--- src/rtl/osr_baud_pkg.sv ---
package osr_baud_pkg;

  // Field positions inside the configuration word
  localparam int DIV_LSB     = 0;
  localparam int STOP_BIT    = 13;
  localparam int EDGE_BIT    = 17;
  localparam int RATIO_LSB   = 24;
  localparam int CHAR10_BIT  = 29;

  // Field widths as laid out in the word
  localparam int DIV_FIELD_W   = 13;
  localparam int CODE_FIELD_W  = 5;

  // Ratio handling
  localparam int MIN_LEGAL_CODE  = 3;
  localparam int FALLBACK_RATIO  = 16;
  localparam int EDGE_LIMIT      = 8;   // ratios below this force both-edge

  typedef struct packed {
    logic char10;
    logic two_stop;
    logic edge_req;
  } mode_flags_t;

  function automatic logic [31:0] stored_mask(input int div_w, input int code_w);
    logic [31:0] m;
    m = '0;
    for (int i = 0; i < div_w; i++) m[DIV_LSB + i] = 1'b1;
    for (int i = 0; i < code_w; i++) m[RATIO_LSB + i] = 1'b1;
    m[STOP_BIT]   = 1'b1;
    m[EDGE_BIT]   = 1'b1;
    m[CHAR10_BIT] = 1'b1;
    return m;
  endfunction

endpackage

--- src/rtl/osr_cfg_reg.sv ---
module osr_cfg_reg
  import osr_baud_pkg::*;
#(
  parameter int DIV_W    = DIV_FIELD_W,
  parameter int CODE_W   = CODE_FIELD_W,
  parameter int RATIO_W  = CODE_W + 1,
  parameter int RST_CODE = 15
) (
  input  logic               clk,
  input  logic               rst_n,
  input  logic               wr_en,
  input  logic [31:0]        wr_data,
  output logic [31:0]        rd_data,
  output logic [DIV_W-1:0]   divisor,
  output logic [RATIO_W-1:0] ratio,
  output logic               both_edge,
  output mode_flags_t        flags
);

  localparam logic [CODE_W-1:0]  MIN_CODE  = CODE_W'(MIN_LEGAL_CODE);
  localparam logic [RATIO_W-1:0] FB_RATIO  = RATIO_W'(FALLBACK_RATIO);
  localparam logic [RATIO_W-1:0] EDGE_LIM  = RATIO_W'(EDGE_LIMIT);

  logic [CODE_W-1:0] code_q;
  logic [DIV_W-1:0]  div_q;
  mode_flags_t       flags_q;

  always_ff @(posedge clk or negedge rst_n) begin
    if (!rst_n) begin
      code_q  <= CODE_W'(RST_CODE);
      div_q   <= '0;
      flags_q <= '0;
    end else if (wr_en) begin
      code_q           <= wr_data[RATIO_LSB +: CODE_W];
      div_q            <= wr_data[DIV_LSB +: DIV_W];
      flags_q.char10   <= wr_data[CHAR10_BIT];
      flags_q.two_stop <= wr_data[STOP_BIT];
      flags_q.edge_req <= wr_data[EDGE_BIT];
    end
  end

  always_comb begin
    rd_data                       = '0;
    rd_data[RATIO_LSB +: CODE_W]  = code_q;
    rd_data[DIV_LSB +: DIV_W]     = div_q;
    rd_data[CHAR10_BIT]           = flags_q.char10;
    rd_data[STOP_BIT]             = flags_q.two_stop;
    rd_data[EDGE_BIT]             = flags_q.edge_req;
  end

  always_comb begin
    if (code_q < MIN_CODE) ratio = FB_RATIO;
    else                   ratio = RATIO_W'(code_q) + RATIO_W'(1);
  end

  assign divisor   = div_q;
  assign flags     = flags_q;
  assign both_edge = flags_q.edge_req | (ratio < EDGE_LIM);

  AST_RATIO_RANGE: assert property (@(posedge clk) disable iff (!rst_n)
    (ratio >= RATIO_W'(4)) && (ratio <= RATIO_W'(32)));

  AST_LOW_RATIO_EDGE: assert property (@(posedge clk) disable iff (!rst_n)
    (ratio < EDGE_LIM) |-> both_edge);

endmodule

--- src/rtl/osr_prescaler.sv ---
module osr_prescaler #(
  parameter int DIV_W = 13
) (
  input  logic             clk,
  input  logic             rst_n,
  input  logic             restart,
  input  logic [DIV_W-1:0] divisor,
  output logic             os_tick,
  output logic             half_tick
);

  logic [DIV_W-1:0] cnt_q;
  logic [DIV_W-1:0] last;
  logic [DIV_W-1:0] half;
  logic             running;

  assign running = (divisor != '0);
  assign last    = divisor - DIV_W'(1);
  assign half    = (divisor >> 1) - DIV_W'(1);

  always_ff @(posedge clk or negedge rst_n) begin
    if (!rst_n)                      cnt_q <= '0;
    else if (restart || !running)    cnt_q <= '0;
    else if (cnt_q >= last)          cnt_q <= '0;
    else                             cnt_q <= cnt_q + DIV_W'(1);
  end

  assign os_tick   = running && (cnt_q == last);
  assign half_tick = (divisor >= DIV_W'(2)) && (cnt_q == half);

  AST_DIV_CNT_RANGE: assert property (@(posedge clk) disable iff (!rst_n)
    running |-> (cnt_q < divisor));

endmodule

--- src/rtl/osr_bit_timer.sv ---
module osr_bit_timer #(
  parameter int RATIO_W = 6,
  parameter bit EDGE_EN = 1'b1
) (
  input  logic               clk,
  input  logic               rst_n,
  input  logic               restart,
  input  logic               os_tick,
  input  logic               half_tick,
  input  logic [RATIO_W-1:0] ratio,
  input  logic               both_edge,
  output logic               bit_strobe,
  output logic               sample_strobe
);

  logic [RATIO_W-1:0] os_cnt_q;
  logic [RATIO_W-1:0] mid;
  logic               end_of_bit;
  logic               first_sample;
  logic               second_sample;

  assign mid        = ratio >> 1;
  assign end_of_bit = (os_cnt_q == ratio - RATIO_W'(1));

  always_ff @(posedge clk or negedge rst_n) begin
    if (!rst_n)        os_cnt_q <= '0;
    else if (restart)  os_cnt_q <= '0;
    else if (os_tick)  os_cnt_q <= end_of_bit ? '0 : os_cnt_q + RATIO_W'(1);
  end

  assign first_sample = os_tick && (os_cnt_q == mid - RATIO_W'(1));

  generate
    if (EDGE_EN) begin : g_edge
      assign second_sample = both_edge && half_tick && (os_cnt_q == mid);
    end else begin : g_no_edge
      assign second_sample = 1'b0;
    end
  endgenerate

  assign bit_strobe    = os_tick && end_of_bit;
  assign sample_strobe = first_sample || second_sample;

  AST_OS_CNT_RANGE: assert property (@(posedge clk) disable iff (!rst_n)
    os_cnt_q < ratio);

endmodule

--- src/rtl/osr_baud_unit.sv ---
module osr_baud_unit
  import osr_baud_pkg::*;
#(
  parameter int DIV_W    = DIV_FIELD_W,
  parameter int CODE_W   = CODE_FIELD_W,
  parameter int RST_CODE = 15
) (
  input  logic        clk,
  input  logic        rst_n,
  input  logic        cfg_wr_en,
  input  logic [31:0] cfg_wr_data,
  output logic [31:0] cfg_rd_data,
  output logic        os_tick,
  output logic        bit_strobe,
  output logic        sample_strobe,
  output logic        both_edge,
  output logic        char10_mode,
  output logic        two_stop
);

  localparam int          RATIO_W = CODE_W + 1;
  localparam logic [31:0] MASK    = stored_mask(DIV_W, CODE_W);

  logic [DIV_W-1:0]   divisor;
  logic [RATIO_W-1:0] ratio;
  logic               half_tick;
  mode_flags_t        flags;

  osr_cfg_reg #(
    .DIV_W(DIV_W), .CODE_W(CODE_W), .RATIO_W(RATIO_W), .RST_CODE(RST_CODE)
  ) u_cfg (
    .clk(clk), .rst_n(rst_n), .wr_en(cfg_wr_en), .wr_data(cfg_wr_data),
    .rd_data(cfg_rd_data), .divisor(divisor), .ratio(ratio),
    .both_edge(both_edge), .flags(flags)
  );

  osr_prescaler #(.DIV_W(DIV_W)) u_pre (
    .clk(clk), .rst_n(rst_n), .restart(cfg_wr_en), .divisor(divisor),
    .os_tick(os_tick), .half_tick(half_tick)
  );

  osr_bit_timer #(.RATIO_W(RATIO_W), .EDGE_EN(1'b1)) u_bit (
    .clk(clk), .rst_n(rst_n), .restart(cfg_wr_en), .os_tick(os_tick),
    .half_tick(half_tick), .ratio(ratio), .both_edge(both_edge),
    .bit_strobe(bit_strobe), .sample_strobe(sample_strobe)
  );

  assign char10_mode = flags.char10;
  assign two_stop    = flags.two_stop;

  AST_IDLE_NO_STROBE: assert property (@(posedge clk) disable iff (!rst_n)
    (divisor == '0) |-> (!os_tick && !bit_strobe && !sample_strobe));

  AST_BIT_ON_TICK: assert property (@(posedge clk) disable iff (!rst_n)
    bit_strobe |-> os_tick);

  AST_WR_RESTART: assert property (@(posedge clk) disable iff (!rst_n)
    cfg_wr_en |=> (!bit_strobe && !sample_strobe));

  AST_UNUSED_ZERO: assert property (@(posedge clk) disable iff (!rst_n)
    (cfg_rd_data & ~MASK) == 32'h0);

endmodule

--- config.mk ---
export PLATFORM = sky130hd
export DESIGN_NAME = osr_baud_unit
export DESIGN_NICKNAME = d
export VERILOG_FILES = /design/src/rtl/osr_baud_pkg.sv /design/src/rtl/osr_cfg_reg.sv /design/src/rtl/osr_prescaler.sv /design/src/rtl/osr_bit_timer.sv /design/src/rtl/osr_baud_unit.sv
export SDC_FILE = /design/constraint.sdc
export NUM_CORES = 1
export LEC_CHECK = 0
export BUFFER_PORTS_ARGS = -buffer_cell sky130_fd_sc_hd__buf_2
export CORE_UTILIZATION = 56
export CTS_CLUSTER_SIZE = 25
export DETAILED_ROUTE_END_ITERATION = 12
export GPL_ROUTABILITY_DRIVEN = 0
export GPL_TIMING_DRIVEN = 0
export PLACE_DENSITY = 0.93
export SYNTH_ARGS = -nofsm -noshare
export SYNTH_HDL_FRONTEND = slang
export SYNTH_SLANG_ARGS = --single-unit
--- constraint.sdc ---
create_clock -name clk -period 4.65 [get_ports clk]
set_input_delay 0.6975 -clock clk [delete_from_list [all_inputs] [get_ports clk]]
set_output_delay 0.6975 -clock clk [all_outputs]
set_load 0.05 [all_outputs]
# Yosys cells after proc, flatten, opt, wreduce, memory -nomap -nowiden
# Cells that the tools add are included.
[totals]
inputBits = 35
output_inout_bits = 38
wordCells = 41
reg_bits = 40
[op_classes]
add_sub_neg = 7
reduce_logical = 11
order_cmp = 4
bitwise = 1
mux = 6
eq_ne = 5
[op_table]
columns = ["operator", "count"]
rows = [
  ["$eq A13 B13 Y1", 2],
  ["$mux W13", 2],
  ["$mux W6", 4],
  ["$add A13 B1 Y13 const B", 1],
  ["$ge A13 B13 Y1", 1],
  ["$ge A13 B2 Y1 const B", 1],
  ["$reduce_bool A13 Y1", 1],
  ["$sub A12 B1 Y13 const B", 1],
  ["$sub A13 B1 Y13 const B", 1],
  ["$eq A6 B6 Y1", 2],
  ["$add A5 B1 Y6 const B", 1],
  ["$add A6 B1 Y6 const B", 1],
  ["$eq A6 B5 Y1", 1],
  ["$logic_and A1 B1 Y1", 6],
  ["$lt A6 B4 Y1 const B", 1],
  ["$sub A5 B1 Y6 const B", 1],
  ["$sub A6 B1 Y6 const B", 1],
  ["$lt A5 B2 Y1 const B", 1],
  ["$logic_or A1 B1 Y1", 2],
  ["$reduce_bool A2 Y1", 1],
  ["$logic_not A1 Y1", 1],
  ["$or A1 B1 Y1", 1],
]

# Depth between registers and ports, before layout
# Gate-level depths: netlist of the first run.
[depth]
depth_word = 7
depth_mapped = 14
depth_no_buf = 14

# By module
# A second synthesis of the first run with hierarchy kept.
[hier_totals]
hier_cells = 359
hier_area_um2 = 3398.3
[modules_own_cells]
columns = ["module", "instances", "area_each_um2", "seq_area_each_um2", "cells_per_inst"]
rows = [
  ["osr_prescaler", 1, 1503.9, 325.3, 174],
  ["osr_cfg_reg", 1, 1138.6, 530.5, 99],
  ["osr_bit_timer", 1, 755.7, 150.1, 86],
]

# Worst setup path before layout of the first run
# Ideal clock, no wire load.
[synth_timing]
path_kind = "register to output"
start = "reg u_cfg.div_q[5] (netlist: u_cfg.divisor[5])"
end = "out bit_strobe"
setup_slack_ps = -449
t_required_ps = 3953
stages_incl_launch_ff = 12
path_buffers = 2
t_arrival_ps = 4401
cell_sequence = "dfrtp_1 > buf_6 > or4_4 > buf_6 > nor4_1 > nand2_1 > xor2_1 > ha_1 > nand4_1 > nor4_1 > nand2_1 > nor4_1"
[synth_via]
elab_chain_len = 4
word_cells_on_any_way = 5
classes_between = "1 x add/sub; 1 x eq/ne; 3 x reduce/logical"
[synth_lines]
columns = ["element", "line", "text"]
rows = [
  ["start: declaration", "osr_cfg_reg.sv:25", "logic [DIV_W-1:0] div_q;"],
  ["start signal: assignment", "osr_cfg_reg.sv:35", "div_q <= wr_data[DIV_LSB +: DIV_W];"],
  ["$sub A13 B1 Y13", "osr_prescaler.sv:18", "assign last = divisor - DIV_W'(1);"],
  ["$eq A13 B13 Y1", "osr_prescaler.sv:28", "assign os_tick = running && (cnt_q == last);"],
  ["$logic_and A1 B1 Y1 *", "osr_prescaler.sv:28", ""],
  ["$logic_and A1 B1 Y1 *", "osr_bit_timer.sv:41", "assign bit_strobe = os_tick && end_of_bit;"],
  ["end: declaration", "osr_baud_unit.sv:14", "output logic bit_strobe,"],
]
# Mark *: on every way between the ends. The rest lies on a longest branch, timed or not.

# Worst setup path in the final report of the first run
[layout_timing]
start = "reg u_cfg.div_q[4] (netlist: u_cfg.divisor[4])"
end = "out sample_strobe"
[layout_via]
elab_chain_len = 6
word_cells_on_any_way = 12
classes_between = "2 x add/sub; 1 x order compare; 2 x eq/ne; 7 x reduce/logical"
[layout_lines]
columns = ["element", "line", "text"]
rows = [
  ["$sub A12 B1 Y13", "osr_prescaler.sv:19", "assign half = (divisor >> 1) - DIV_W'(1);"],
  ["$eq A13 B13 Y1", "osr_prescaler.sv:29", "assign half_tick = (divisor >= DIV_W'(2)) && (cnt_q == half);"],
  ["$logic_and A1 B1 Y1", "osr_prescaler.sv:29", ""],
  ["$logic_and A1 B1 Y1 (2 in series)", "osr_bit_timer.sv:35", "assign second_sample = both_edge && half_tick && (os_cnt_q == mid);"],
  ["$logic_or A1 B1 Y1 *", "osr_bit_timer.sv:42", "assign sample_strobe = first_sample || second_sample;"],
  ["end: declaration", "osr_baud_unit.sv:15", "output logic sample_strobe,"],
]
# Marked as above.

==> summary.txt, run 1 <==
Global route
  – Grt total ovfl: 0
  – Pin count of the biggest net entering global routing: between 40 and 50
  – Vias in the first global route: 2884
  – Global-route wire length before repair: 13300 um
  – Number of antenna violations at the first check in global routing: 0
  – GRT Util Overall: 0.269

Cells and area
  – Nets: 497
  – Synth-to-Final Area Change: 15.7%
  – Filler cells: 483
  – Final core utilization: 0.669
  – Layout cells sized above 1: 0.256
  – Number of diodes: 0
  – Register area: 1010 sq um
  – Non-Filler Instances: 516
  – Multi-input gate area: 2230 sq um

Critical path
  – WP data required: 3.95 ns
  – CP max stage delay: about 0.47 ns
  – Critical path arrival: between 3 and 4 ns
  – CP bufs+invs: 3
  – Worst-path cell with the longest stage delay: or4_4
  – CP Cell Sequence: clkbuf_1, or4_4, buf_6, nor3_1, nand3_1, xor2_1, ha_1, nand4_1, nor4_2, nand2_2, a311oi_1, o2111ai_1, o41ai_2, buf_4
  – Largest delay share family, worst path: simple AND/OR/NAND/NOR gates
  – Max FO, Critical Path: 8
  – CP Launch Type: flop
  – Crit Path Class: reg2out
  – Crit end category: output pin

Timing
  – Fmax: between 200 and 250 MHz
  – Measured slew at the worst slew-check pin: just over 0.9 ns
  – Fin. max-slew vios: 0
  – RSZ-0062 raised after global routing: false
  – TNS Setup: 0 ns
  – Final period utilization: 0.965
  – Worst slew margin: 0.384
  – Clock Skew: 0.0118 ns
  – Final setup fails: 0
  – Period minus WS final: 4.49 ns
  – Hold Fails Final Rpt: 0
  – Fin Hold WS: around 0.53 ns

Floorplan
  – Initial Util: 0.578
  – Core ar.: roughly 5900 sq um
  – Die ar.: 6430 sq um
  – Die W: 80.2 um
  – Row cnt: 28
  – Chip Height: around 80 um
  – Io pins: between 70 and 80

Hold path
  – Hold crit path type: reg2reg

Logic synthesis
  – Syn avg cell area: between 9 and 10 sq um
  – Yosys top cell area share: 0.263
  – Main combinational cell family by area after synthesis: simple AND/OR/NAND/NOR gates
  – Post-synthesis sequential area ratio: 0.294
  – Post-synthesis compound-gate area fraction: 0.123
  – Synth Instances: approximately 370
  – Netlist cell types: 60
  – Yosys warning total: 0
  – Synth Cell Area: 3420 sq um
  – Synth area leaders: dfrtp_1, ha_1, xor2_1
  – Post-synth ARST share: 1.00
  – FF+latch count, synth: 40
  – Post-synthesis xor/xnor area fraction: 0.155
  – Post-Synth Adder-Cell Area: 0.0804
  – Mux share of post-synthesis cell area: 0.0614
  – Top-count cell post-synth: dfrtp_1
  – Simple-gate area share of the yosys netlist: 0.212
  – Post-synth top cells: dfrtp_1, nand2_1, xor2_1
  – Number of enable flip-flop cells after synthesis: 0
  – Cell taking the most area after synthesis: dfrtp_1
  – Main synth FF type: dfrtp_1

Clock network
  – CTS Buffer Depth: 2
  – Inserted Clock Buffers: 5
  – Clock sink count: 40
  – Htree depth: 2
  – Clk_lat worst skew: 0.30 ns
  – Clock transition at path regs: 0.08 ns
  – Hold-fix buffers, CTS: 0
  – CTS tree: built
  – CTS Root Cell: clkbuf_8

Drt
  – First-iteration detailed-routing DRC count: 152
  – Post-route ant nets: 0
  – Via density: 5.97
  – Vias: 3083
  – Detailed-route wire length per cell: 16.1 um
  – First-pass DRT Iterations: 4
  – Routed WL: roughly 8300 um
  – DRC: 0

Place
  – Post-Place Cells: a little over 500
  – Buffers on Ports: 50
  – HPWL Detailed: 6270 um

Power and ir drop
  – Leakage power: about 1.8 nW
  – Pwr per Cell Area: 283 nW/um^2
  – Peak VDD IR: 0.176 mV
  – Pwr Total: ~1.1 mW

Job
  – Max-Cap Viols: 0

Status
  – Status: finished clean
[area by class of cell]
cell class,instances,area share
flip-flops and latches,40,0.254
multi-input cells,295,0.563
well taps,75,0.0237
clock buffers,7,0.0243
inverters,14,0.0133
repair buffers,50,0.0638
plain buffers,34,0.0506
clock inverters,1,0.00758
[final timing paths]
check	cells after the start	slack (ns)	from	to
min in group asynchronous	1	0.54	rst_n	u_cfg.divisor[5]
min reg2reg	1	0.53	u_cfg.flags[2]	u_cfg.flags[2]
max reg2reg	12	1.10	u_cfg.divisor[4]	u_bit.os_cnt_q[5]
max	14	0.16	u_cfg.divisor[4]	sample_strobe
min	1	0.53	u_cfg.flags[2]	u_cfg.flags[2]
max in group asynchronous	1	3.54	rst_n	u_cfg.divisor[0]
[cells by family after synthesis]
logic type / after synthesis
adder cells (fa/ha/maj): 22
AND/OR/NAND/NOR: 132
flip-flops: 40
buffers and inverters: 48
other: 1
multiplexers: 19
AO/OA/AOI/OAI: 57
XOR/XNOR: 54
[registers in the layout (all words and copies together), names as in the netlist]
name	flops
u_cfg.flags	3
u_pre.cnt_q	13
u_bit.os_cnt_q	6
u_cfg.code_q	5
u_cfg.divisor	13
[report_power, final]
| part | switching [mW] | total [mW] | internal [mW] |
|---|---|---|---|
| Sequential | 0.0296 | 0.400 | 0.371 |
| Clock | 0.124 | 0.314 | 0.189 |
| Combinational | 0.262 | 0.408 | 0.146 |
[per-layer routing]
| metal | track usage | vias to the layer above | wire [um] |
|---|---|---|---|
| met4 | 0.129 | 0 | 313 |
| met2 | 0.486 | 112 | 4290 |
| met5 | 0 | - | 0 |
| met3 | 0.0534 | 38 | 420 |
| met1 | 0.300 | 1488 | 3260 |
| li1 | - | 1445 | - |
[metrics by stage]
step / area, sq um / setup slack, ns
after CTS: 3950 / 0.0127
after floorplan: 3470 / 0.105
final: 3960 / 0.161
after global placement: 3810 / 0.203
after global routing: 3960 / 0.0279
after detailed placement: 3810 / 0.137
[timing repair]
item,in CTS,in global routing
hold endpoints to repair,0,0
pin swaps,0,1
resized for setup,3,2
setup endpoints to repair,2,2
buffers inserted,0,0
[cells in the final DEF, fill, tap and decap left out, types with 4 or more instances in the layout]
cell,n
conb_1,11
buf_4,14
a21o_1,5
nand2_1,31
o2111ai_1,5
dfstp_2,4
dfrtp_1,36
nor4_1,7
xor2_1,27
nand3_1,15
nor3_1,21
a211oi_1,4
nor2b_1,5
buf_2,56
nor2_1,13
mux2_2,16
clkbuf_1,10
xnor2_1,23
o21ai_0,9
clkbuf_8,7
nand4b_1,4
o21ai_1,6
ha_1,22
a21oi_1,6
and3_1,5
nand2b_1,4
inv_1,14
Note: power is estimated with default switching activity, not from simulation.
==> inputs of run 2 (changes only) <==
--- a/config.mk
+++ b/config.mk
@@ -5,6 +5,7 @@
 export SDC_FILE = /design/constraint.sdc
 export NUM_CORES = 1
 export LEC_CHECK = 0
+export ABC_AREA = 1
 export BUFFER_PORTS_ARGS = -buffer_cell sky130_fd_sc_hd__buf_2
 export CORE_UTILIZATION = 56
 export CTS_CLUSTER_SIZE = 25
==> summary.txt, run 2 <==
Timing
  – Fmax: 234 MHz (was 223 MHz)
  – Worst slew margin: 0.417 (was 0.384)
  – Period minus WS final: 4.27 ns (was 4.49 ns)
  – Final period utilization: 0.919 (was 0.965)
  – Clock Skew: 0.00721 ns (was 0.0118 ns)
  – PnR worst setup slack: 0.378 ns (was 0.161 ns)
  – Final setup fails: 0 (unchanged)
  – RSZ-0062 raised after global routing: false (unchanged)
  – Measured slew at the worst slew-check pin: 0.874 ns (was 0.925 ns)
  – Fin. max-slew vios: 0 (unchanged)
  – Hold Fails Final Rpt: 0 (unchanged)
  – TNS Setup: 0 ns (unchanged)

Power and ir drop
  – Leakage power: 2.10 nW (was 1.78 nW)
  – Logic pwr share: 0.332 (was 0.364)
  – Reg power frac: 0.336 (was 0.357)
  – Sw Share: 0.367 (was 0.371)
  – Sw power: 437 uW (was 416 uW)
  – Clk pwr share: 0.332 (was 0.280)
  – Peak VDD IR: 0.229 mV (was 0.176 mV)
  – Pwr per Cell Area: 298 nW/um^2 (was 283 nW/um^2)
  – Int Pwr: 754 uW (was 706 uW)

Floorplan
  – Die W: 80.6 um (was 80.2 um)
  – Initial Util: 0.582 (was 0.578)
  – Die ar.: 6500 sq um (was 6430 sq um)
  – Core ar.: 5960 sq um (was 5920 sq um)
  – Row cnt: 28 (unchanged)
  – Io pins: 73 (unchanged)
  – Chip Height: 80.6 um (was 80.2 um)

Logic synthesis
  – Main combinational cell family by area after synthesis: simple AND/OR/NAND/NOR gates (unchanged)
  – Netlist cell types: 34 (was 60)
  – Post-synth ARST share: 1.00 (unchanged)
  – Mux share of post-synthesis cell area: 0 (was 0.0614)
  – FF+latch count, synth: 40 (unchanged)
  – Simple-gate area share of the yosys netlist: 0.392 (was 0.212)
  – Post-synthesis xor/xnor area fraction: 0.0708 (was 0.155)
  – Synth Instances: 505 (was 373)
  – Cell taking the most area after synthesis: dfrtp_1 (unchanged)
  – Synth Cell Area: 3460 sq um (was 3420 sq um)
  – Post-synth top cells: nand2_1, inv_1, nand3_1 (was dfrtp_1, nand2_1, xor2_1)
  – Post-synthesis sequential area ratio: 0.290 (was 0.294)
  – Number of enable flip-flop cells after synthesis: 0 (unchanged)
  – Syn avg cell area: 6.86 sq um (was 9.18 sq um)
  – Top-count cell post-synth: nand2_1 (was dfrtp_1)
  – Yosys top cell area share: 0.260 (was 0.263)
  – Main synth FF type: dfrtp_1 (unchanged)
  – Yosys warning total: 0 (unchanged)
  – Synth area leaders: dfrtp_1, nand2_1, ha_1 (was dfrtp_1, ha_1, xor2_1)
  – Post-synthesis compound-gate area fraction: 0.0650 (was 0.123)
  – Post-Synth Adder-Cell Area: 0.0795 (was 0.0804)

Job
  – Max-Cap Viols: 0 (unchanged)

Drt
  – First-iteration detailed-routing DRC count: 272 (was 152)
  – Vias: 3620 (was 3083)
  – Detailed-route wire length per cell: 14.1 um (was 16.1 um)
  – DRC: 0 (unchanged)
  – Via density: 5.60 (was 5.97)
  – Routed WL: 9150 um (was 8290 um)
  – Post-route ant nets: 0 (unchanged)
  – First-pass DRT Iterations: 5 (was 4)

Cells and area
  – Non-Filler Instances: 647 (was 516)
  – Design area: 4000 sq um (was 3960 sq um)
  – Most common cell after layout, fill and taps aside: nand2_1 (was buf_2)
  – Synth-to-Final Area Change: 15.5% (was 15.7%)
  – Layout cells sized above 1: 0.201 (was 0.256)
  – Number of diodes: 0 (unchanged)
  – Most frequent cells in the layout: nand2_1, inv_1, buf_2 (was buf_2, dfrtp_1, nand2_1)
  – Nets: 628 (was 497)

Hold path
  – Hold crit path type: in2async (was reg2reg)

Critical path
  – WP data required: 3.95 ns (about the same)
  – Crit Path Class: reg2out (unchanged)
  – CP Launch Type: flop (unchanged)
  – Critical Path Start: u_cfg.divisor[0] (was u_cfg.divisor[4])
  – Crit end category: output pin (unchanged)
  – Reg2reg start: u_cfg.divisor[1] (was u_cfg.divisor[4])
  – Critical path arrival: 3.57 ns (was 3.79 ns)
  – Max FO, Critical Path: 8 (unchanged)

Global route
  – Number of antenna violations at the first check in global routing: 0 (unchanged)
  – Vias in the first global route: 3458 (was 2884)
  – Pin count of the biggest net entering global routing: 41 (unchanged)
  – GRT Util Overall: 0.304 (was 0.269)
  – Grt total ovfl: 0 (unchanged)
  – Global-route wire length before repair: 15000 um (was 13300 um)

Place
  – HPWL Detailed: 7240 um (was 6270 um)
  – Post-Place Cells: 639 (was 508)
  – Post-Place Setup Slack: 0.819 ns (was 0.137 ns)
  – Buffers on Ports: 49 (was 50)
  – Dpl cell area: 3840 sq um (was 3810 sq um)

Clock network
  – Post-CTS setup buffer count: 0 (unchanged)
  – CTS Root Cell: clkbuf_8 (unchanged)
  – Clock sink count: 40 (unchanged)
  – Hold-fix buffers, CTS: 0 (unchanged)
  – Inserted Clock Buffers: 5 (unchanged)
  – Gates resized, CTS repair: 0 (was 3)
  – Clk_lat worst skew: 0.30 ns (about the same)
  – Clock transition at path regs: 0.08 ns (about the same)
  – CTS Buffer Depth: 2 (unchanged)
  – CTS tree: built (unchanged)
  – Htree depth: 2 (unchanged)

Status
  – Status: finished clean (unchanged)
run 2: cell count changes in the layout (fill, tap and decap cells not counted), moves of 9 or more:
cell | before | now
nand2_1 | 31 | 155
inv_1 | 14 | 50
nand3_1 | 15 | 45
nor2_1 | 13 | 35
xnor2_1 | 23 | 6
mux2_2 | 16 | 0
o21ai_0 | 9 | 23
nor2_2 | 0 | 13
a21oi_1 | 6 | 15
nor3_1 | 21 | 12
run 2: cell type report:
class / count / area (sq um)
clock inverter: 3 / 90.1
sequential: 40 / 1010
multi-input combinational: 396 / 2140
fill: 523 / 1960
inverter: 57 / 214
clock buffer: 5 / 68.8
timing repair buffer: 49 / 245
buffer: 22 / 136
tap: 75 / 93.8
run 2: layer usage:
metal  GRT usage  routed length (um)  vias up  part of all wire
met3      0.0636                 791       44             0.086
met5           0                   0        -                 0
li1            -                   -     1730                 -
met2       0.486                4180      201              0.46
met1       0.377                3810     1645              0.42
met4       0.175                 371        0             0.041
run 2: worst paths after layout:
kind / endpoint / slack [ns] / cells past startpoint
max: sample_strobe / 0.38 / 18
min: u_cfg.divisor[9] / 0.51 / 1
max reg2reg: u_pre.cnt_q[10] / 1.55 / 15
min reg2reg: u_cfg.code_q[1] / 0.52 / 2
max in group asynchronous: u_pre.cnt_q[11] / 3.60 / 1
min in group clk: u_cfg.code_q[1] / 0.52 / 2
run 2: power by group through the flow:
stage	clock (mW)	sequential, mW	combinational, mW
2_1_floorplan	0	0.457	0.243
3_3_place_gp	0	0.404	0.370
3_5_place_dp	0	0.405	0.388
4_1_cts	0.398	0.398	0.391
5_1_grt	0.417	0.403	0.432
6_report	0.396	0.400	0.396
run 2: cell families (layout without fill, tap and decap cells):
kind of cell               Yosys count  count (layout)
buffers and inverters               79             136
adders and majority gates           22              22
xor gates and xnor gates            28              28
DFF                                 40              40
and+or+nand+nor                    292             292
AOI/OAI and AO/OA                   43              43
other                                1              11
run 2: through the flow:
stage,util,total power [mW],hold slack [ns]
after floorplan,-,0.700,0.402
after global placement,0.645,0.774,0.483
after detailed placement,0.645,0.793,0.504
after CTS,0.671,1.19,0.519
after global routing,0.671,1.25,0.552
final,0.671,1.19,0.515
run 2: worst max-delay path, stage by stage, from the launching register on:
cell,delay (ns)
dfrtp_1,0.49
inv_1,0.23
ha_1,0.26
nand2_1,0.13
nor2_2,0.20
nand2_1,0.10
xor2_1,0.15
ha_1,0.35
nand2_1,0.12
inv_1,0.09
nand3_1,0.09
nor2_1,0.12
nand2_1,0.16
inv_2,0.16
nand3_1,0.10
a21oi_1,0.15
nand2_1,0.07
nand2_1,0.06
buf_2,0.25
